==> src/rtl/spi_bridge_pkg.sv <==
package spi_bridge_pkg;

  typedef enum logic [1:0] {
    PH_IDLE,
    PH_CMD,
    PH_ADDR,
    PH_DATA
  } phase_e;

  // Per-cycle requests from control to datapath
  typedef struct packed {
    logic shiftIn;   // take one serial bit
    logic capCmd;    // command byte complete
    logic capAddr;   // address complete
    logic loadTx;    // start shifting a new read byte
    logic shiftTx;   // advance the read byte by one bit
    logic issueRd;   // fetch a byte from the local bus
    logic issueWr;   // store a byte on the local bus
    logic clearTx;   // frame inactive: clear serial state
    logic setFlag;   // frame ended
  } strobe_t;

endpackage

==> src/rtl/spi_bridge_sync.sv <==
module spi_bridge_sync #(
  parameter int WIDTH = 1,
  parameter int STAGES = 2,
  parameter logic [WIDTH-1:0] RST_VAL = '0
) (
  input  logic             clk,
  input  logic             rstN,
  input  logic [WIDTH-1:0] din,
  output logic [WIDTH-1:0] dout
);

  logic [STAGES-1:0][WIDTH-1:0] chain;

  always_ff @(posedge clk or negedge rstN) begin
    if (!rstN) begin
      chain <= {STAGES{RST_VAL}};
    end else begin
      chain[0] <= din;
      for (int i = 1; i < STAGES; i++) chain[i] <= chain[i-1];
    end
  end

  assign dout = chain[STAGES-1];

endmodule

==> src/rtl/spi_bridge_ctrl.sv <==
module spi_bridge_ctrl
  import spi_bridge_pkg::*;
#(
  parameter int DATA_W = 8,
  parameter int ADDR_W = 16
) (
  input  logic    clk,
  input  logic    rstN,
  input  logic    portEn,
  input  logic    csSync,
  input  logic    sckSync,
  input  logic    cmdIsRead,
  output strobe_t stb,
  output logic    active
);

  localparam int BIT_W = $clog2(DATA_W);
  localparam int ADDR_BYTES = ADDR_W / DATA_W;
  localparam int ABYTE_W = $clog2(ADDR_BYTES + 1);

  phase_e             phase, nextPhase;
  logic [BIT_W-1:0]   bitCnt;
  logic [ABYTE_W-1:0] addrBytes;
  logic               sckDly;
  logic               sckRise, sckFall, byteDone, lastAddrByte;

  assign active       = portEn & ~csSync;
  assign sckRise      = active & sckSync & ~sckDly;
  assign sckFall      = active & ~sckSync & sckDly;
  assign byteDone     = sckRise && (bitCnt == BIT_W'(DATA_W - 1));
  assign lastAddrByte = (addrBytes == ABYTE_W'(ADDR_BYTES - 1));

  always_comb begin
    stb       = '0;
    nextPhase = phase;
    if (!active) begin
      stb.clearTx = 1'b1;
      stb.setFlag = (phase != PH_IDLE) && portEn;
      nextPhase   = PH_IDLE;
    end else begin
      stb.shiftIn = sckRise;
      case (phase)
        PH_IDLE: if (sckRise) nextPhase = PH_CMD;
        PH_CMD: begin
          if (byteDone) begin
            stb.capCmd = 1'b1;
            nextPhase  = PH_ADDR;
          end
        end
        PH_ADDR: begin
          if (byteDone && lastAddrByte) begin
            stb.capAddr = 1'b1;
            stb.issueRd = cmdIsRead;
            nextPhase   = PH_DATA;
          end
        end
        PH_DATA: begin
          if (cmdIsRead) begin
            if (sckFall) begin
              if (bitCnt == '0) begin
                stb.loadTx  = 1'b1;
                stb.issueRd = 1'b1;
              end else begin
                stb.shiftTx = 1'b1;
              end
            end
          end else if (byteDone) begin
            stb.issueWr = 1'b1;
          end
        end
        default: nextPhase = PH_IDLE;
      endcase
    end
  end

  always_ff @(posedge clk or negedge rstN) begin
    if (!rstN) begin
      phase     <= PH_IDLE;
      bitCnt    <= '0;
      addrBytes <= '0;
      sckDly    <= 1'b0;
    end else begin
      sckDly <= sckSync;
      phase  <= nextPhase;
      if (!active) begin
        bitCnt    <= '0;
        addrBytes <= '0;
      end else if (sckRise) begin
        bitCnt <= byteDone ? '0 : bitCnt + 1'b1;
        if (byteDone && phase == PH_ADDR) addrBytes <= addrBytes + 1'b1;
      end
    end
  end

endmodule

==> src/rtl/spi_bridge_dp.sv <==
module spi_bridge_dp
  import spi_bridge_pkg::*;
#(
  parameter int DATA_W = 8,
  parameter int ADDR_W = 16
) (
  input  logic              clk,
  input  logic              rstN,
  input  strobe_t           stb,
  input  logic              mosiSync,
  input  logic [DATA_W-1:0] memRdata,
  input  logic              fwFlagWe,
  input  logic              fwFlagWdata,
  output logic              cmdIsRead,
  output logic [DATA_W-1:0] cmdCopy,
  output logic [ADDR_W-1:0] addrCopy,
  output logic [ADDR_W-1:0] memAddr,
  output logic [DATA_W-1:0] memWdata,
  output logic              memWe,
  output logic              memRe,
  output logic              wrIrq,
  output logic              misoBit,
  output logic              spiFlag
);

  localparam int READ_BIT  = DATA_W - 1;
  localparam int QUIET_BIT = DATA_W - 2;

  logic [ADDR_W-2:0] rxShift;
  logic [ADDR_W-1:0] assembled;
  logic [ADDR_W-1:0] workAddr;
  logic [DATA_W-1:0] txBuf, txShift;
  logic              rdPend;

  assign assembled = {rxShift, mosiSync};
  assign cmdIsRead = cmdCopy[READ_BIT];

  always_ff @(posedge clk or negedge rstN) begin
    if (!rstN) begin
      rxShift  <= '0;
      cmdCopy  <= '0;
      addrCopy <= '0;
      workAddr <= '0;
      txBuf    <= '0;
      txShift  <= '0;
      misoBit  <= 1'b0;
      rdPend   <= 1'b0;
      memAddr  <= '0;
      memWdata <= '0;
      memWe    <= 1'b0;
      memRe    <= 1'b0;
      wrIrq    <= 1'b0;
      spiFlag  <= 1'b0;
    end else begin
      memWe  <= 1'b0;
      memRe  <= 1'b0;
      wrIrq  <= 1'b0;
      rdPend <= memRe;
      if (rdPend) txBuf <= memRdata;

      if (stb.shiftIn) rxShift <= assembled[ADDR_W-2:0];
      if (stb.capCmd) cmdCopy <= assembled[DATA_W-1:0];
      if (stb.capAddr) begin
        addrCopy <= assembled;
        workAddr <= assembled;
      end

      if (stb.issueRd) begin
        memRe   <= 1'b1;
        memAddr <= stb.capAddr ? assembled : workAddr + ADDR_W'(1);
      end
      if (stb.loadTx) begin
        workAddr <= workAddr + ADDR_W'(1);
        misoBit  <= txBuf[DATA_W-1];
        txShift  <= {txBuf[DATA_W-2:0], 1'b0};
      end
      if (stb.shiftTx) begin
        misoBit <= txShift[DATA_W-1];
        txShift <= {txShift[DATA_W-2:0], 1'b0};
      end

      if (stb.issueWr) begin
        memWe    <= 1'b1;
        memAddr  <= workAddr;
        memWdata <= assembled[DATA_W-1:0];
        workAddr <= workAddr + ADDR_W'(1);
        wrIrq    <= ~cmdCopy[QUIET_BIT];
      end

      if (stb.clearTx) begin
        rxShift <= '0;
        txShift <= '0;
        misoBit <= 1'b0;
      end

      if (stb.setFlag) spiFlag <= 1'b1;
      else if (fwFlagWe && !fwFlagWdata) spiFlag <= 1'b0;
    end
  end

endmodule

==> src/rtl/spi_mem_bridge.sv <==
module spi_mem_bridge
  import spi_bridge_pkg::*;
#(
  parameter int DATA_W = 8,
  parameter int ADDR_W = 16,
  parameter int SYNC_STAGES = 2
) (
  input  logic              clk,
  input  logic              rstN,
  input  logic              portEn,
  input  logic              csN,
  input  logic              sclk,
  input  logic              mosi,
  output logic              misoOut,
  output logic              misoOe,
  output logic              pinAltSel,
  output logic [ADDR_W-1:0] memAddr,
  output logic [DATA_W-1:0] memWdata,
  output logic              memWe,
  output logic              memRe,
  input  logic [DATA_W-1:0] memRdata,
  output logic              wrIrq,
  output logic [DATA_W-1:0] cmdCopy,
  output logic [ADDR_W-1:0] addrCopy,
  output logic              spiFlag,
  input  logic              fwFlagWe,
  input  logic              fwFlagWdata
);

  logic [2:0] pinSync;
  logic       csSync, sckSync, mosiSync;
  logic       active, cmdIsRead, misoBit;
  strobe_t    stb;

  spi_bridge_sync #(.WIDTH(3), .STAGES(SYNC_STAGES), .RST_VAL(3'b100)) uSync (
    .clk (clk),
    .rstN(rstN),
    .din ({csN, sclk, mosi}),
    .dout(pinSync)
  );

  assign {csSync, sckSync, mosiSync} = pinSync;

  spi_bridge_ctrl #(.DATA_W(DATA_W), .ADDR_W(ADDR_W)) uCtrl (
    .clk      (clk),
    .rstN     (rstN),
    .portEn   (portEn),
    .csSync   (csSync),
    .sckSync  (sckSync),
    .cmdIsRead(cmdIsRead),
    .stb      (stb),
    .active   (active)
  );

  spi_bridge_dp #(.DATA_W(DATA_W), .ADDR_W(ADDR_W)) uDp (
    .clk        (clk),
    .rstN       (rstN),
    .stb        (stb),
    .mosiSync   (mosiSync),
    .memRdata   (memRdata),
    .fwFlagWe   (fwFlagWe),
    .fwFlagWdata(fwFlagWdata),
    .cmdIsRead  (cmdIsRead),
    .cmdCopy    (cmdCopy),
    .addrCopy   (addrCopy),
    .memAddr    (memAddr),
    .memWdata   (memWdata),
    .memWe      (memWe),
    .memRe      (memRe),
    .wrIrq      (wrIrq),
    .misoBit    (misoBit),
    .spiFlag    (spiFlag)
  );

  assign misoOut   = misoBit;
  assign misoOe    = active;
  assign pinAltSel = ~portEn;

endmodule

==> config.mk <==
export PLATFORM = sky130hd
export DESIGN_NAME = spi_mem_bridge
export DESIGN_NICKNAME = d
export VERILOG_FILES = /design/src/rtl/spi_bridge_pkg.sv /design/src/rtl/spi_bridge_sync.sv /design/src/rtl/spi_bridge_ctrl.sv /design/src/rtl/spi_bridge_dp.sv /design/src/rtl/spi_mem_bridge.sv
export SDC_FILE = /design/constraint.sdc
export NUM_CORES = 1
export LEC_CHECK = 0
export BUFFER_PORTS_ARGS = -buffer_cell sky130_fd_sc_hd__buf_4
export CAP_MARGIN = 15
export CORE_MARGIN = 1.5
export CORE_UTILIZATION = 50
export DETAILED_ROUTE_END_ITERATION = 16
export HOLD_SLACK_MARGIN = 0.05
export PLACE_DENSITY = 0.71
export SYNTH_ARGS = -nofsm -noshare
export SYNTH_HDL_FRONTEND = slang
export SYNTH_HIERARCHICAL = 1
export SYNTH_SLANG_ARGS = --single-unit
export TNS_END_PERCENT = 10
==> constraint.sdc <==
create_clock -name clk -period 6.8 [get_ports clk]
set_input_delay 0.34 -clock clk [delete_from_list [all_inputs] [get_ports clk]]
set_output_delay 0.34 -clock clk [all_outputs]
set_load 0.05 [all_outputs]
==> results of run 1 <==
[worst max-delay path by stage]
| stage | from | endpoint | slack [ns] | depth (start not counted) |
|---|---|---|---|---|
| floorplan | uSync/dout[2] | uDp/workAddr[9] | 4.21 | 10 |
| finish | uSync/dout[2] | uDp/memAddr[6] | 3.15 | 8 |
| global placement | portEn | uDp/memAddr[6] | 3.33 | 9 |
| detailed placement | portEn | uDp/memAddr[6] | 3.17 | 9 |
| CTS | uSync/dout[2] | uDp/memAddr[6] | 3.18 | 8 |
| global route | uSync/dout[2] | uDp/memAddr[6] | 2.82 | 8 |
[cells in the mapped netlist (3+ instances only)]
cell	count
o21a_1	5
nand2_1	27
o22ai_1	7
nand2b_1	8
mux2_2	37
nand4_1	5
clkbuf_1	24
nand3_1	19
nor2b_1	7
a211oi_1	3
a21oi_1	37
a31oi_1	9
a22oi_1	3
inv_1	19
o21ai_0	20
mux2i_1	31
ha_1	10
nand3b_1	5
xnor2_1	3
nor3_1	7
buf_2	8
and3_1	4
buf_4	6
and2_1	3
o22a_1	3
nor2_1	54
dfrtp_1	112
[stage by stage]
step | cells | hold slack, ns
5_1_grt | 738 | 0.0578
3_5_place_dp | 696 | 0.336
4_1_cts | 737 | 0.0509
2_1_floorplan | 519 | 0.0444
3_3_place_gp | 696 | 0.332
6_report | 738 | 0.0649
[report_power, final]
group / internal (mW) / switching, mW
combinational: 0.0163 / 0.0269
clock: 0.593 / 0.302
sequential: 0.683 / 0.00272
[routing by layer]
layer  share of wire, %  up-vias
met5                  0        -
met4                1.7        0
met3                7.0       23
met2                 49      158
met1                 43     2130
li1                   -     1986
[cell type report]
cell class	instances	area, um2
inverters	20	75.1
clock buffers	22	473
fillers	870	3970
multi-input cells	345	2390
repair buffers	87	673
flip-flops and latches	114	2860
well taps	140	175
clock inverters	10	130
[state kept, by name (all words and copies together) (netlist names), 2 cells and up]
name and count:
uDp/cmdCopy 8, uDp/memAddr 16, uSync/chain 3, uDp/txBuf 8, uSync/dout 3, uCtrl/bitCnt 3, uDp/rxShift 15, uCtrl/phase 2
uDp/addrCopy 16, uDp/memWdata 8, uDp/txShift 7, uCtrl/addrBytes 2, uDp/workAddr 16
[critical path, cell delays in order, from the launching register on]
cell,delay (ns)
dfstp_2,0.36
and2b_1,0.27
inv_1,0.47
nor3b_2,0.99
a41o_1,0.18
buf_4,0.35
nor2b_1,0.49
a31oi_1,0.18
o22a_2,0.24
[repair_timing]
item,4_1_cts,5_1_grt
endpoints found under the hold margin,45,0
endpoints found under the setup margin,0,0
hold buffers,9,0
[cells by family (layout without fill, tap and decap cells)]
logic type / after synthesis / after routing / share of synthesized area, %
buffers and inverters: 60 / 139 / 4.72
xor gates and xnor gates: 4 / 4 / 0.639
DFF: 114 / 114 / 52.0
AOI/OAI and AO/OA: 108 / 108 / 12.7
and+or+nand+nor: 154 / 154 / 14.0
adders and majority gates: 10 / 10 / 2.28
muxes: 69 / 69 / 13.5
==> summary.md, run 1 <==
| Metric | Value |
|---|---|
| Run status | `finished, final reports clean` |
| Area Growth Syn to Fin | `23.4%` |
| Worst Setup End Kind | `flop` |
| Worst Hold Endpoint | `uDp/txBuf[7]` |
| Global placer's final weighted congestion | `0.879` |
| Clock Latency Late Sink | `0.52 ns` |
| Buffers on Ports | `70` |
| Vias in the first global route | `4363` |
| Hold Crit Class | `in -> reg` |
| CP max FO | `35` |
| Max Cap Viol | `0` |
| Top Ports | `71` |
| Post-Route WL | `13000 um` |
| Worst Path Arrival | `4.07 ns` |
| CTS H-tree lvls | `4` |
| Global-route wire length before repair | `between 20000 and 25000 um` |
| DIE WIDTH | `108 um` |
| Crit path time final | `3.65 ns` |
| CP Launch Type | `flop` |
| Synth top area share | `51.1%` |
| GRT busiest layer | `met2` |
| Final Instance Area | `slightly below 0.007 mm2` |
| Final Power | `~1.6 mW` |
| Req. time, crit path | `7.21 ns` |
| Util after Layout | `63.0%` |
| Syn nets | `545` |
| Worst-Margin Slew | `1.02 ns` |
| Met1 Usage GRT | `31.8%` |
| RR Startpoint | `uSync/dout[2]` |
| Most common cell after layout, fill and taps aside | `dfrtp_1` |
| Cell count after synthesis | `approximately 520` |
| Core Footprint | `0.0107 mm2` |
| EDFF count, synth | `0` |
| Hold depth | `2` |
| CP Class | `reg -> reg` |
| CTS resizes | `0` |
| DP Area | `0.00607 mm2` |
| Pre-CTS WS | `roughly 3.2 ns` |
| Hold Vio Cnt, Final | `0` |
| Initial DRC count | `~410` |
| Overflow after GRT | `0` |
| M3 GR Usage | `under 10%` |
| FF-to-FF path depth | `8` |
| Met2 Usage GRT | `between 30% and 40%` |
| Largest area contributor in the netlist | `dfrtp_1` |
| Seq/Total Area, Yosys | `52.0%` |
| N_diodes | `0` |
| Unrepaired setup endpoints after global routing | `false` |
| CTS root buffer | `clkbuf_8` |
| Netlist cell types | `61` |
| Antenna-violating nets left | `0` |
| Rel. slew slack | `31.6%` |
| Ys Warns | `6` |
| Routed WL per cell | `17.7 um` |
| DP Wirelength | `8440 um` |
| TritonCTS clock tree | `done` |
| Hold Crit Start | `memRdata[7]` |
| Vias/cell | `5.82` |
| Drt pass-1 iters | `6` |
| Overall global routing resource usage | `24.2%` |
| Synthesized area | `0.00549 mm2` |
| Final setup margin | `3.15 ns` |
| Initial antenna violation count | `0` |
| Vias post-DR | `~4300` |
| TritonCTS Buffers | `17` |
| Largest net degree at the start of global routing | `between 70 and 80` |
| Worst vdd ir | `between 0.0001 and 0.00015 V` |
| Cell Pwr Density | `240 mW/mm2` |
| Synth async-reset ratio | `100%` |
| Fin crit share | `53.7%` |
| Longest Clk Path Bufs | `2` |
| Layout cells sized above 1 | `27.4%` |
| Final #Nets | `611` |
| Most frequent cells in the layout | `112 x dfrtp_1, 77 x buf_4, 53 x nor2_1` |
| Final setup viols | `0` |
| Die area | `around 0.012 mm2` |
| R2R Setup Slk | `between 3 and 4 ns` |
| Setup Buffers After CTS | `0` |
| Num Clock Sinks | `~110` |
| Top cells by area, synth | `dfrtp_1 51%, mux2_2 7.6%, mux2i_1 5.7%` |
| Final slew viol count | `0` |
| Mean Syn Cell Area | `10.6 um2` |
| Leakage | `3.16 nW` |
| Cell Rows | `38` |
| Clk pin slew, worst setup/hold paths | `about 0.060 ns` |
| DRC Markers | `0` |
| Primary FF master, synth | `dfrtp_1` |
| Setup TNS | `0 ns` |
| #FFs+latches synth | `114` |
| Max Fclk | `274 MHz` |
| Die Y | `108 um` |
| Initial Utilization | `between 50% and 60%` |
| Clock skew | `~0.0077 ns` |
| Worst r2r dst | `uDp/memAddr[6]` |
Note: power is estimated with default switching activity, not from simulation.
==> run 2, diff against run 1 <==
- clock period: 6.8 -> 3.5 ns (I/O delays scaled with it)
==> summary.md, run 2 (same netlist as run 1, synthesis figures left out) <==
| Metric | Value |
|---|---|
| Antenna-violating nets left | `0 (unchanged)` |
| Net Sw Power | `0.639 mW (was 0.332 mW)` |
| Initial Utilization | `51.1% (unchanged)` |
| R2R Setup Slk | `0.72 ns (was 3.15 ns)` |
| Area Growth Syn to Fin | `26.1% (was 23.4%)` |
| Final slew viol count | `0 (unchanged)` |
| Run status | `finished, final reports clean (unchanged)` |
| DRC Markers | `0 (unchanged)` |
| Critical path's slowest cell | `nor3_1 (was nor3b_2)` |
| Reg power frac | `40.3% (was 42.2%)` |
| Post-Route WL | `13300 um (was 13000 um)` |
| Die Y | `108 um (unchanged)` |
| Cell Rows | `38 (unchanged)` |
| Max Cap Viol | `0 (unchanged)` |
| Most frequent cells in the layout | `112 x dfrtp_1, 80 x buf_4, 53 x nor2_1 (was 112 x dfrtp_1, 77 x buf_4, 53 x nor2_1)` |
| Top Ports | `71 (unchanged)` |
| Final setup viols | `0 (unchanged)` |
| Initial antenna violation count | `0 (unchanged)` |
| DP Wirelength | `8470 um (was 8440 um)` |
| Rel. slew slack | `32.0% (was 31.6%)` |
| Vias in the first global route | `4323 (was 4363)` |
| Clock power share | `56.9% (was 55.1%)` |
| Initial DRC count | `328 (was 411)` |
| CP Depth | `9 (was 8)` |
| Leakage | `3.23 nW (was 3.16 nW)` |
| Comb pwr share | `2.8% (was 2.7%)` |
| TritonCTS Buffers | `17 (unchanged)` |
| Pre-CTS WS | `0.901 ns (was 3.17 ns)` |
| Worst vdd ir | `0.000334 V (was 0.000150 V)` |
| Layout cells sized above 1 | `27.3% (was 27.4%)` |
| Overall global routing resource usage | `24.4% (was 24.2%)` |
| Longest Clk Path Bufs | `2 (unchanged)` |
| Hold Crit Start | `portEn (was memRdata[7])` |
| DIE WIDTH | `108 um (unchanged)` |
| Max Fclk | `360 MHz (was 274 MHz)` |
| TritonCTS clock tree | `done (unchanged)` |
| Worst path top cell family by delay | `simple AND/OR/NAND/NOR gates (unchanged)` |
| Unrepaired setup endpoints after global routing | `false (unchanged)` |
| N_diodes | `0 (unchanged)` |
| Vias/cell | `5.86 (was 5.82)` |
| Regs by FF count | `uDp/addrCopy: 16 flops, uDp/memAddr: 16 flops, uDp/workAddr: 16 flops (unchanged)` |
| Fin crit share | `79.4% (was 53.7%)` |
| Drt pass-1 iters | `5 (was 6)` |
| Footprint of the multi-input gates | `0.00239 mm2 (unchanged)` |
| Largest net degree at the start of global routing | `79 (was 76)` |
| Final #Nets | `620 (was 611)` |
| Clock skew | `0.00708 ns (was 0.00768 ns)` |
| Clk pin slew, worst setup/hold paths | `0.06 ns (about the same)` |
| RR Startpoint | `uCtrl/bitCnt[0] (was uSync/dout[2])` |
| Vias post-DR | `4377 (was 4297)` |
| CP max FO | `44 (was 35)` |
| CP Launch Type | `flop (unchanged)` |
| Worst Path Arrival | `3.18 ns (was 4.07 ns)` |
| Hold Vio Cnt, Final | `0 (unchanged)` |
| Final setup margin | `0.723 ns (was 3.15 ns)` |
| Most common cell after layout, fill and taps aside | `dfrtp_1 (unchanged)` |
| Hold Crit Class | `in -> reg (unchanged)` |
| Routed WL per cell | `17.8 um (was 17.7 um)` |
| Switching Share | `19.3% (was 20.4%)` |
| Buffers on Ports | `70 (unchanged)` |
| Cell Pwr Density | `478 mW/mm2 (was 240 mW/mm2)` |
| Final Power | `3.30 mW (was 1.62 mW)` |
| CTS resizes | `0 (unchanged)` |
| Crit path time final | `2.78 ns (was 3.65 ns)` |
| Buf+Inv Stages, Crit Path | `2 (unchanged)` |
| Worst Setup SP | `uCtrl/bitCnt[0] (was uSync/dout[2])` |
| Filler cell count | `849 (was 870)` |
| Clock Latency Late Sink | `0.52 ns (about the same)` |
| End point of the critical path | `uDp/workAddr[13] (was uDp/memAddr[6])` |
| Worst Setup End Kind | `flop (unchanged)` |
| Global-route wire length before repair | `21700 um (was 21600 um)` |
| FF-to-FF path depth | `9 (was 8)` |
| Setup Buffers After CTS | `0 (unchanged)` |
| Setup TNS | `0 ns (unchanged)` |
| Worst r2r dst | `uDp/workAddr[13] (was uDp/memAddr[6])` |
| Global placer's final weighted congestion | `0.927 (was 0.879)` |
| Die area | `0.0116 mm2 (unchanged)` |
| CTS H-tree lvls | `4 (unchanged)` |
| FF+latch area | `0.00286 mm2 (unchanged)` |
| Internal Power | `2.67 mW (was 1.29 mW)` |
| Num Clock Sinks | `114 (unchanged)` |
| Worst-Margin Slew | `1.02 ns (about the same)` |
| Max stage delay on crit path | `0.77 ns (was 0.99 ns)` |
| CP Class | `reg -> reg (unchanged)` |
| Req. time, crit path | `3.90 ns (was 7.21 ns)` |
| Core Footprint | `0.0107 mm2 (unchanged)` |
| CP cell instances | `ha_1 > ha_1 > nand3_1 > nor2_4 > buf_4 > nor3_1 > buf_4 > a21oi_1 > o21a_1 (was and2b_1 > inv_1 > nor3b_2 > a41o_1 > buf_4 > nor2b_1 > a31oi_1 > o22a_2)` |
| CTS root buffer | `clkbuf_8 (unchanged)` |
| Overflow after GRT | `0 (unchanged)` |
==> run 2: worst min path at each step <==
stage | end | slack [ns] | depth (start not counted)
2_1_floorplan | uCtrl/addrBytes[0] | -0.12 | 0
3_3_place_gp | uSync/chain[2] | 0.28 | 1
3_5_place_dp | uSync/chain[0] | 0.29 | 1
4_1_cts | uCtrl/addrBytes[1] | 0.16 | 3
5_1_grt | uCtrl/addrBytes[1] | 0.18 | 3
6_report | uCtrl/addrBytes[1] | 0.18 | 3
==> run 2: layout make-up <==
type                       instances  share of cell area [%]
clock buffer                      23                    6.89
clock inverter                     9                    2.53
inverter                          20                    1.09
multi-input combinational        345                    34.5
sequential                       114                    41.3
tap                              140                    2.53
timing repair buffer              96                    11.1
==> run 2: worst register-to-register path, stage by stage (launching register included) <==
cell and delay (ns):
dfrtp_1 0.40, ha_1 0.21, ha_1 0.25, nand3_1 0.18, nor2_4 0.06, buf_4 0.28
nor3_1 0.77, buf_4 0.27, a21oi_1 0.05, o21a_1 0.19
==> run 2: per-layer routing <==
layer	wire length [um]	vias up	share of wire, %	GRT usage, %
met3	853	41	6.4	6.23
met2	6260	173	47	37.6
met1	5840	2168	44	32.2
li1	-	1995	-	-
met5	0	-	0	0
met4	339	0	2.6	11.6
==> run 2: through the flow <==
step | utilization [%] | cell area, um2 | cells | hold slack [ns]
2_1_floorplan | - | 5490 | 519 | -0.121
4_1_cts | 64.4 | 6920 | 747 | 0.162
3_3_place_gp | 56.9 | 6120 | 700 | 0.284
6_report | 64.4 | 6920 | 747 | 0.183
5_1_grt | 64.4 | 6920 | 747 | 0.181
3_5_place_dp | 56.9 | 6120 | 700 | 0.286
==> run 2: what timing repair did <==
item / in CTS / in global routing
hold buffers: 15 / 0
endpoints found under the hold margin: 87 / 0
setup endpoints to repair: 0 / 0
==> run 2: power by group through the flow <==
stage,combinational [mW],sequential [mW],clock [mW]
final,0.0927,1.33,1.88
after global routing,0.103,1.33,1.96
after CTS,0.0945,1.33,1.91
after detailed placement,0.0811,1.35,0
after global placement,0.0786,1.35,0
after floorplan,0.0312,1.35,0
